<file path="src/rtl/ifp_pkg.sv">
package ifp_pkg;
  localparam int unsigned MAX_LEN  = 15;
  localparam int unsigned LEN_W    = $clog2(MAX_LEN + 1);
  localparam int unsigned MAP_W    = 2;
  localparam int unsigned OPC_W    = 8;
  localparam int unsigned ATTR_W   = 3;
  localparam int unsigned FLD_W    = 32;
  localparam int unsigned FCNT_W   = $clog2(FLD_W / 8);
  localparam int unsigned FLEN_W   = FCNT_W + 1;

  localparam logic [7:0] B_OPSZ  = 8'h66;
  localparam logic [7:0] B_ADSZ  = 8'h67;
  localparam logic [7:0] B_REPNE = 8'hF2;
  localparam logic [7:0] B_REP   = 8'hF3;
  localparam logic [7:0] B_ESC   = 8'h0F;
  localparam logic [7:0] B_ESC38 = 8'h38;
  localparam logic [7:0] B_ESC3A = 8'h3A;
  localparam logic [3:0] EXT_HI  = 4'h4;

  typedef enum logic [2:0] {
    ST_PFX, ST_ESC1, ST_ESC2, ST_MODRM, ST_SIB, ST_DISP, ST_IMM
  } st_e;

  typedef struct packed {
    logic [3:0]        pfx;
    logic              ext_vld;
    logic [3:0]        ext;
    logic              seq_err;
    logic [MAP_W-1:0]  map;
    logic [OPC_W-1:0]  opc;
    logic              modrm_vld;
    logic [7:0]        modrm;
    logic              sib_vld;
    logic [7:0]        sib;
    logic [FLEN_W-1:0] disp_len;
    logic [FLD_W-1:0]  disp;
    logic [FLEN_W-1:0] imm_len;
    logic [FLD_W-1:0]  imm;
    logic [LEN_W-1:0]  len;
  } fld_t;

  function automatic logic [FLEN_W-1:0] imm_bytes(input logic [1:0] code);
    unique case (code)
      2'd0: imm_bytes = FLEN_W'(0);
      2'd1: imm_bytes = FLEN_W'(1);
      2'd2: imm_bytes = FLEN_W'(2);
      default: imm_bytes = FLEN_W'(4);
    endcase
  endfunction
endpackage

</file>
<file path="src/rtl/ifp_attr_tbl.sv">
module ifp_attr_tbl #(
  parameter int unsigned MAP_W  = 2,
  parameter int unsigned OPC_W  = 8,
  parameter int unsigned ATTR_W = 3
) (
  input  logic              clk_i,
  input  logic              rst_ni,
  input  logic              we_i,
  input  logic [MAP_W-1:0]  wmap_i,
  input  logic [OPC_W-1:0]  wopc_i,
  input  logic [ATTR_W-1:0] wdata_i,
  input  logic [MAP_W-1:0]  rmap_i,
  input  logic [OPC_W-1:0]  ropc_i,
  output logic [ATTR_W-1:0] rdata_o
);
  localparam int unsigned IDX_W = MAP_W + OPC_W;
  localparam int unsigned DEPTH = 1 << IDX_W;

  logic [ATTR_W-1:0] mem_q [DEPTH];

  always_ff @(posedge clk_i or negedge rst_ni) begin
    if (!rst_ni) begin
      for (int i = 0; i < DEPTH; i++) mem_q[i] <= '0;
    end else if (we_i) begin
      mem_q[{wmap_i, wopc_i}] <= wdata_i;
    end
  end

  assign rdata_o = mem_q[{rmap_i, ropc_i}];
endmodule

</file>
<file path="src/rtl/ifp_modrm_dec.sv">
module ifp_modrm_dec #(
  parameter int unsigned FLEN_W = 3
) (
  input  logic [7:0]        modrm_i,
  output logic              sib_o,
  output logic [FLEN_W-1:0] dlen_o
);
  logic [1:0] mod_w;
  logic [2:0] rm_w;

  assign mod_w = modrm_i[7:6];
  assign rm_w  = modrm_i[2:0];
  assign sib_o = (mod_w != 2'b11) && (rm_w == 3'b100);

  always_comb begin
    unique case (mod_w)
      2'b01:   dlen_o = FLEN_W'(1);
      2'b10:   dlen_o = FLEN_W'(4);
      2'b00:   dlen_o = (rm_w == 3'b101) ? FLEN_W'(4) : FLEN_W'(0);
      default: dlen_o = FLEN_W'(0);
    endcase
  end
endmodule

</file>
<file path="src/rtl/insn_field_parser.sv">
module insn_field_parser
  import ifp_pkg::*;
(
  input  logic        clk_i,
  input  logic        rst_ni,
  input  logic        mode64_i,
  input  logic        in_valid_i,
  input  logic [7:0]  in_byte_i,
  output logic        in_ready_o,
  input  logic        tbl_we_i,
  input  logic [1:0]  tbl_map_i,
  input  logic [7:0]  tbl_opc_i,
  input  logic        tbl_modrm_i,
  input  logic [1:0]  tbl_imm_i,
  output logic        done_o,
  output logic        abort_o,
  output logic [3:0]  pfx_o,
  output logic        ext_vld_o,
  output logic [3:0]  ext_o,
  output logic        low_byte_o,
  output logic        seq_err_o,
  output logic [1:0]  map_o,
  output logic [7:0]  opc_o,
  output logic        modrm_vld_o,
  output logic [7:0]  modrm_o,
  output logic        sib_vld_o,
  output logic [7:0]  sib_o,
  output logic        disp_vld_o,
  output logic [2:0]  disp_len_o,
  output logic [31:0] disp_o,
  output logic        imm_vld_o,
  output logic [2:0]  imm_len_o,
  output logic [31:0] imm_o,
  output logic [3:0]  len_o
);
  st_e               st_q, st_d;
  fld_t              work_q, out_q, w;
  logic [FCNT_W-1:0] fcnt_q, fcnt_d;
  logic              done_q, abort_q;
  logic              last, abort, take_opc, pfx_hit;
  logic [1:0]        pfx_idx;
  logic [MAP_W-1:0]  opc_map;
  logic [ATTR_W-1:0] attr;
  logic [FLEN_W-1:0] imm_n, dlen;
  logic              need_sib;
  logic [7:0]        b;

  assign b          = in_byte_i;
  assign in_ready_o = 1'b1;

  always_comb begin
    unique case (st_q)
      ST_ESC1: opc_map = MAP_W'(1);
      ST_ESC2: opc_map = work_q.map;
      default: opc_map = '0;
    endcase
  end

  ifp_attr_tbl #(.MAP_W(MAP_W), .OPC_W(OPC_W), .ATTR_W(ATTR_W)) u_tbl (
    .clk_i   (clk_i),
    .rst_ni  (rst_ni),
    .we_i    (tbl_we_i),
    .wmap_i  (tbl_map_i),
    .wopc_i  (tbl_opc_i),
    .wdata_i ({tbl_modrm_i, tbl_imm_i}),
    .rmap_i  (opc_map),
    .ropc_i  (b),
    .rdata_o (attr)
  );

  ifp_modrm_dec #(.FLEN_W(FLEN_W)) u_modrm (
    .modrm_i (b),
    .sib_o   (need_sib),
    .dlen_o  (dlen)
  );

  assign imm_n = imm_bytes(attr[1:0]);

  always_comb begin
    pfx_hit = 1'b1;
    pfx_idx = 2'd0;
    unique case (b)
      B_OPSZ:  pfx_idx = 2'd0;
      B_ADSZ:  pfx_idx = 2'd1;
      B_REPNE: pfx_idx = 2'd2;
      B_REP:   pfx_idx = 2'd3;
      default: pfx_hit = 1'b0;
    endcase
  end

  always_comb begin
    w        = work_q;
    w.len    = work_q.len + LEN_W'(1);
    st_d     = st_q;
    fcnt_d   = fcnt_q;
    last     = 1'b0;
    take_opc = 1'b0;
    unique case (st_q)
      ST_PFX: begin
        if (pfx_hit) begin
          w.pfx[pfx_idx] = 1'b1;
          if (work_q.ext_vld) w.seq_err = 1'b1;
        end else if (mode64_i && b[7:4] == EXT_HI) begin
          w.ext_vld = 1'b1;
          w.ext     = b[3:0];
        end else if (b == B_ESC) begin
          st_d = ST_ESC1;
        end else begin
          take_opc = 1'b1;
        end
      end
      ST_ESC1: begin
        if (b == B_ESC38) begin
          w.map = MAP_W'(2);
          st_d  = ST_ESC2;
        end else if (b == B_ESC3A) begin
          w.map = MAP_W'(3);
          st_d  = ST_ESC2;
        end else begin
          take_opc = 1'b1;
        end
      end
      ST_ESC2: take_opc = 1'b1;
      ST_MODRM: begin
        w.modrm_vld = 1'b1;
        w.modrm     = b;
        w.disp_len  = dlen;
        if (need_sib)                 st_d = ST_SIB;
        else if (dlen != '0)          st_d = ST_DISP;
        else if (work_q.imm_len != '0) st_d = ST_IMM;
        else                          last = 1'b1;
      end
      ST_SIB: begin
        w.sib_vld = 1'b1;
        w.sib     = b;
        if (work_q.disp_len != '0)     st_d = ST_DISP;
        else if (work_q.imm_len != '0) st_d = ST_IMM;
        else                           last = 1'b1;
      end
      ST_DISP: begin
        w.disp[{fcnt_q, 3'b000} +: 8] = b;
        if ({1'b0, fcnt_q} == work_q.disp_len - FLEN_W'(1)) begin
          fcnt_d = '0;
          if (work_q.imm_len != '0) st_d = ST_IMM;
          else                      last = 1'b1;
        end else begin
          fcnt_d = fcnt_q + FCNT_W'(1);
        end
      end
      ST_IMM: begin
        w.imm[{fcnt_q, 3'b000} +: 8] = b;
        if ({1'b0, fcnt_q} == work_q.imm_len - FLEN_W'(1)) begin
          fcnt_d = '0;
          last   = 1'b1;
        end else begin
          fcnt_d = fcnt_q + FCNT_W'(1);
        end
      end
      default: st_d = ST_PFX;
    endcase
    if (take_opc) begin
      w.map     = opc_map;
      w.opc     = b;
      w.imm_len = imm_n;
      if (attr[2])            st_d = ST_MODRM;
      else if (imm_n != '0)   st_d = ST_IMM;
      else                    last = 1'b1;
    end
  end

  assign abort = !last && (work_q.len == LEN_W'(MAX_LEN - 1));

  always_ff @(posedge clk_i or negedge rst_ni) begin
    if (!rst_ni) begin
      st_q    <= ST_PFX;
      work_q  <= '0;
      out_q   <= '0;
      fcnt_q  <= '0;
      done_q  <= 1'b0;
      abort_q <= 1'b0;
    end else begin
      done_q  <= 1'b0;
      abort_q <= 1'b0;
      if (in_valid_i) begin
        if (last || abort) begin
          st_q   <= ST_PFX;
          work_q <= '0;
          fcnt_q <= '0;
          if (last) begin
            out_q  <= w;
            done_q <= 1'b1;
          end else begin
            abort_q <= 1'b1;
          end
        end else begin
          st_q   <= st_d;
          work_q <= w;
          fcnt_q <= fcnt_d;
        end
      end
    end
  end

  assign done_o      = done_q;
  assign abort_o     = abort_q;
  assign pfx_o       = out_q.pfx;
  assign ext_vld_o   = out_q.ext_vld;
  assign ext_o       = out_q.ext;
  assign low_byte_o  = out_q.ext_vld;
  assign seq_err_o   = out_q.seq_err;
  assign map_o       = out_q.map;
  assign opc_o       = out_q.opc;
  assign modrm_vld_o = out_q.modrm_vld;
  assign modrm_o     = out_q.modrm;
  assign sib_vld_o   = out_q.sib_vld;
  assign sib_o       = out_q.sib;
  assign disp_vld_o  = out_q.disp_len != '0;
  assign disp_len_o  = out_q.disp_len;
  assign disp_o      = out_q.disp;
  assign imm_vld_o   = out_q.imm_len != '0;
  assign imm_len_o   = out_q.imm_len;
  assign imm_o       = out_q.imm;
  assign len_o       = out_q.len;
endmodule

</file>
<file path="config.mk">
export PLATFORM = sky130hd
export DESIGN_NAME = insn_field_parser
export DESIGN_NICKNAME = d
export VERILOG_FILES = /design/src/rtl/ifp_pkg.sv /design/src/rtl/ifp_attr_tbl.sv /design/src/rtl/ifp_modrm_dec.sv /design/src/rtl/insn_field_parser.sv
export SDC_FILE = /design/constraint.sdc
export NUM_CORES = 2
export LEC_CHECK = 0
export BUFFER_PORTS_ARGS = -buffer_cell sky130_fd_sc_hd__buf_2
export CORE_MARGIN = 10
export CORE_UTILIZATION = 50
export DETAILED_ROUTE_END_ITERATION = 6
export GPL_TIMING_DRIVEN = 1
export HOLD_SLACK_MARGIN = 0.02
export PLACE_DENSITY = 0.75
export SYNTH_ARGS = -nofsm -noshare
export SYNTH_HDL_FRONTEND = slang
export SYNTH_SLANG_ARGS = --single-unit
</file>
<file path="constraint.sdc">
create_clock -name clk_i -period 3.2 [get_ports clk_i]
set_input_delay 0.32 -clock clk_i [delete_from_list [all_inputs] [get_ports clk_i]]
set_output_delay 0.32 -clock clk_i [all_outputs]
set_load 0.01 [all_outputs]
</file>
==> impl_metrics.tcl <==
set metrics [dict create \
    synth_top_flop_cell "dfrtp_1" \
    avgSynthCellArea_um2 14.26 \
    clockRootBuffer "clkbuf_16" \
    path_clk_slew_ps 60 \
    worstSetupStartpoint "u_tbl.mem_q[2697]" \
    synth_top_cell_area_share 0.5337 \
    synthesis.nets 10900 \
    grt_pass1_wl_mm 714.2 \
    pwr-share-clk 0.425 \
    reg2regPathDepth 16 \
    worstSetupPathType "reg -> reg" \
    register_area_mm2 0.08265 \
    portBuffers 142 \
    wl_mm 486.1 \
    outcome "complete, but fails checks" \
    ys_seq_elements 3303 \
    critical_path_arrival_ps 4850 \
    max-clock-path-buffers 4 \
    slew_viol_final 0 \
    numCtsBuffers 346 \
    fin_crit_sh 1.261 \
    syn_inst 10860 \
    post-route-util 0.5810 \
    r2r_setup_slack_ps -840 \
    p_leak_nw 85.53 \
    yosys-top-cells-area "dfrtp_1, mux2_2, mux4_2, nor2_1, mux2i_1" \
    io-pin-count 144 \
    cts_max_level 5 \
    cts_sinks 3303 \
    syn_area_mm2 0.1549 \
    p_sw_mw 25.03 \
    num-nets-final 11490 \
    setup_ws_ps -835.7 \
    multi_input_area_mm2 0.06806 \
    grt_max_degree 164 \
    routed_via_density 6.469 \
    power_frac_comb 0.128 \
    die_h_um 576.5 \
    fmax_mhz 247.8 \
    power_density_mw_per_mm2 543.6 \
    core_area_mm2 0.3086 \
    switching_share 0.2568 \
    rsz0062_at_grt "yes" \
    first_iter_violations 11350 \
    vias 102700 \
    tightest_slew_ps 1164 \
    synth_top_cell_by_area "dfrtp_1" \
    wl_per_cell_um 30.62 \
    ys_types 87 \
    hold_class "in -> reg" \
    clk_latency_ps 940 \
    end_kind "register" \
    seqPwrFrac 0.448 \
    nFillCells 22920 \
    synth-async-reset-ratio 1.000 \
    r2r-start "u_tbl.mem_q[2697]" \
    core.rowCount 204 \
    antenna_found_initial 35 \
    place.gp.congestion 0.9457 \
    hold_viol 0 \
    pre_cts_ws_ps -1892 \
    drive_gt1_frac 0.4868 \
    area_growth_pct 15.77 \
    die_w_um 576.5 \
    cp-endpoint "work_q[61]" \
    synth-edff-count 0 \
    p_int_mw 72.43 \
    fin_tns_setup_ps -171080 \
    start_kind "register" \
    finalSetupViolCount 231 \
    drcViolationCount 0 \
    required_ps 4010 \
    fin_crit_ps 4036 \
    ys_seq_area_frac 0.5337 \
    cp_max_fo 7 \
    cts_tree "built" \
    cap_violations 0 \
    violations "negative setup slack" \
    initial_core_util 0.5018 \
    hpwl_mm 318.3 \
    timing.rr.end "work_q[61]" \
    fp.dieArea_mm2 0.3324 \
    grt_pass1_vias 105900 \
    ant_nets 0 \
    drtPass1Iterations 6 \
    grtUsageTotal 0.2824 \
    relSlewSlack 0.2214 \
    overflow 0 \
    skew_ps 41.80 \
    ys_warn_count 0 \
    max-vdd-ir-drop_mv 0.4230 \
]
[cell usage in the layout, fill, tap and decap left out, types with 30 or more instances in the layout]
cell type | netlist | routed
clkbuf_8 | 0 | 78
nor3_1 | 50 | 49
nand3_1 | 69 | 69
a22oi_1 | 182 | 175
dfrtp_1 | 3303 | 3303
a32o_1 | 84 | 83
o22ai_1 | 30 | 30
o21ai_0 | 38 | 36
clkinv_2 | 0 | 51
clkbuf_1 | 581 | 79
a21oi_1 | 116 | 109
nor2_1 | 1023 | 1014
mux2_4 | 57 | 57
a22o_1 | 96 | 96
nand2_1 | 369 | 336
buf_2 | 93 | 130
inv_1 | 34 | 31
buf_12 | 25 | 195
buf_4 | 31 | 756
nand2_4 | 0 | 32
mux4_2 | 668 | 669
mux2i_1 | 317 | 316
clkbuf_16 | 0 | 368
mux2_2 | 3150 | 3150
[sequential cells by signal, indices dropped and copies added, names as in the netlist]
name         count
u_tbl.mem_q   3072
work_q         112
disp_o          32
imm_o           32
modrm_o          8
opc_o            8
sib_o            8
ext_o            4
len_o            4
pfx_o            4
disp_len_o       3
imm_len_o        3
st_q             3
fcnt_q           2
map_o            2
abort_o          1
done_o           1
ext_vld_o        1
modrm_vld_o      1
seq_err_o        1
sib_vld_o        1
[metal layers]
layer	global-route usage	share of wire	vias up
li1	-	-	41060
met1	0.3716	0.38	54510
met5	0	0.00021	-
met3	0.08101	0.11	1441
met2	0.4208	0.45	5650
met4	0.1610	0.066	16
[per-stage QoR]
stage                     instance area (um2)  cells  hold slack [ps]  power (mW)
final                                  179300  15870            96.10       97.46
after global routing                   179200  15850            98.83       100.1
after CTS                              178300  15800            59.22       96.76
after detailed placement               166100  15160            224.5       55.22
after global placement                 166100  15160            229.9       54.87
after floorplan                        155000  10860            24.41       49.95
[cell families after synthesis]
family | count (synthesis) | synth area share
flip-flops | 3303 | 0.5337
buffers and inverters | 948 | 0.03106
adder cells (fa/ha/maj) | 11 | 0.0008887
AO/OA/AOI/OAI | 715 | 0.03577
other | 1 | 0.00002422
multiplexers | 4198 | 0.3532
AND/OR/NAND/NOR | 1674 | 0.04485
XOR/XNOR | 8 | 0.0004525
[power groups by stage]
stage	logic, mW	clock network [mW]	registers (mW)
after global routing	13.0	43.4	43.7
after detailed placement	10.9	0	44.4
after floorplan	5.67	0	44.3
after global placement	10.6	0	44.3
final	12.4	41.4	43.7
after CTS	11.5	41.6	43.6
[timing repair]
action | 4_1_cts | 5_1_grt
endpoints found under the setup margin | 231 | 231
cloned | 7 | 15
resized for setup | 37 | 95
hold buffers | 5 | 0
buffers inserted | 10 | 31
hold endpoints to repair | 1322 | 0
pin swaps | 11 | 52
[synth_stat cells, types with 57 or more instances]
cell type and instances:
mux2_4 57, clkbuf_1 581, mux4_2 668, dfrtp_1 3303, mux2i_1 317, mux2_2 3150
buf_1 110, a21oi_1 116, buf_2 93, nand3_1 69, nor2_1 1023, nand2_1 369
a22oi_1 182, a22o_1 96, a32o_1 84
[worst max-delay path: stages, from the launching register on]
cell and delay (ps):
dfrtp_1 420, mux4_2 490, mux4_2 530, nor2_2 120
nor4_1 60, or3_4 440, o41ai_4 360, o31ai_4 110
nor3_4 260, buf_12 180, buf_12 110, buf_12 110
nor3_4 50, buf_6 170, buf_12 130, buf_16 130
a32o_1 260
[worst min-delay path by stage]
| stage | cells past startpoint | end | from |
|---|---|---|---|
| floorplan | 0 | abort_o | rst_ni |
| global placement | 1 | work_q[12] | rst_ni |
| detailed placement | 1 | work_q[12] | rst_ni |
| CTS | 2 | u_tbl.mem_q[238] | tbl_imm_i[1] |
| global route | 2 | u_tbl.mem_q[2983] | tbl_imm_i[1] |
| finish | 2 | u_tbl.mem_q[2980] | tbl_imm_i[1] |
[final cells by class]
cell class | count | share of cell area
clock inverter | 111 | 0.007782
inverter | 39 | 0.0008724
tap | 4120 | 0.02875
sequential | 3303 | 0.4610
antenna | 26 | 0.0003629
timing repair buffer | 1155 | 0.06453
clock buffer | 511 | 0.05705
multi-input combinational | 6607 | 0.3796
(Power assumes the default switching activity.)
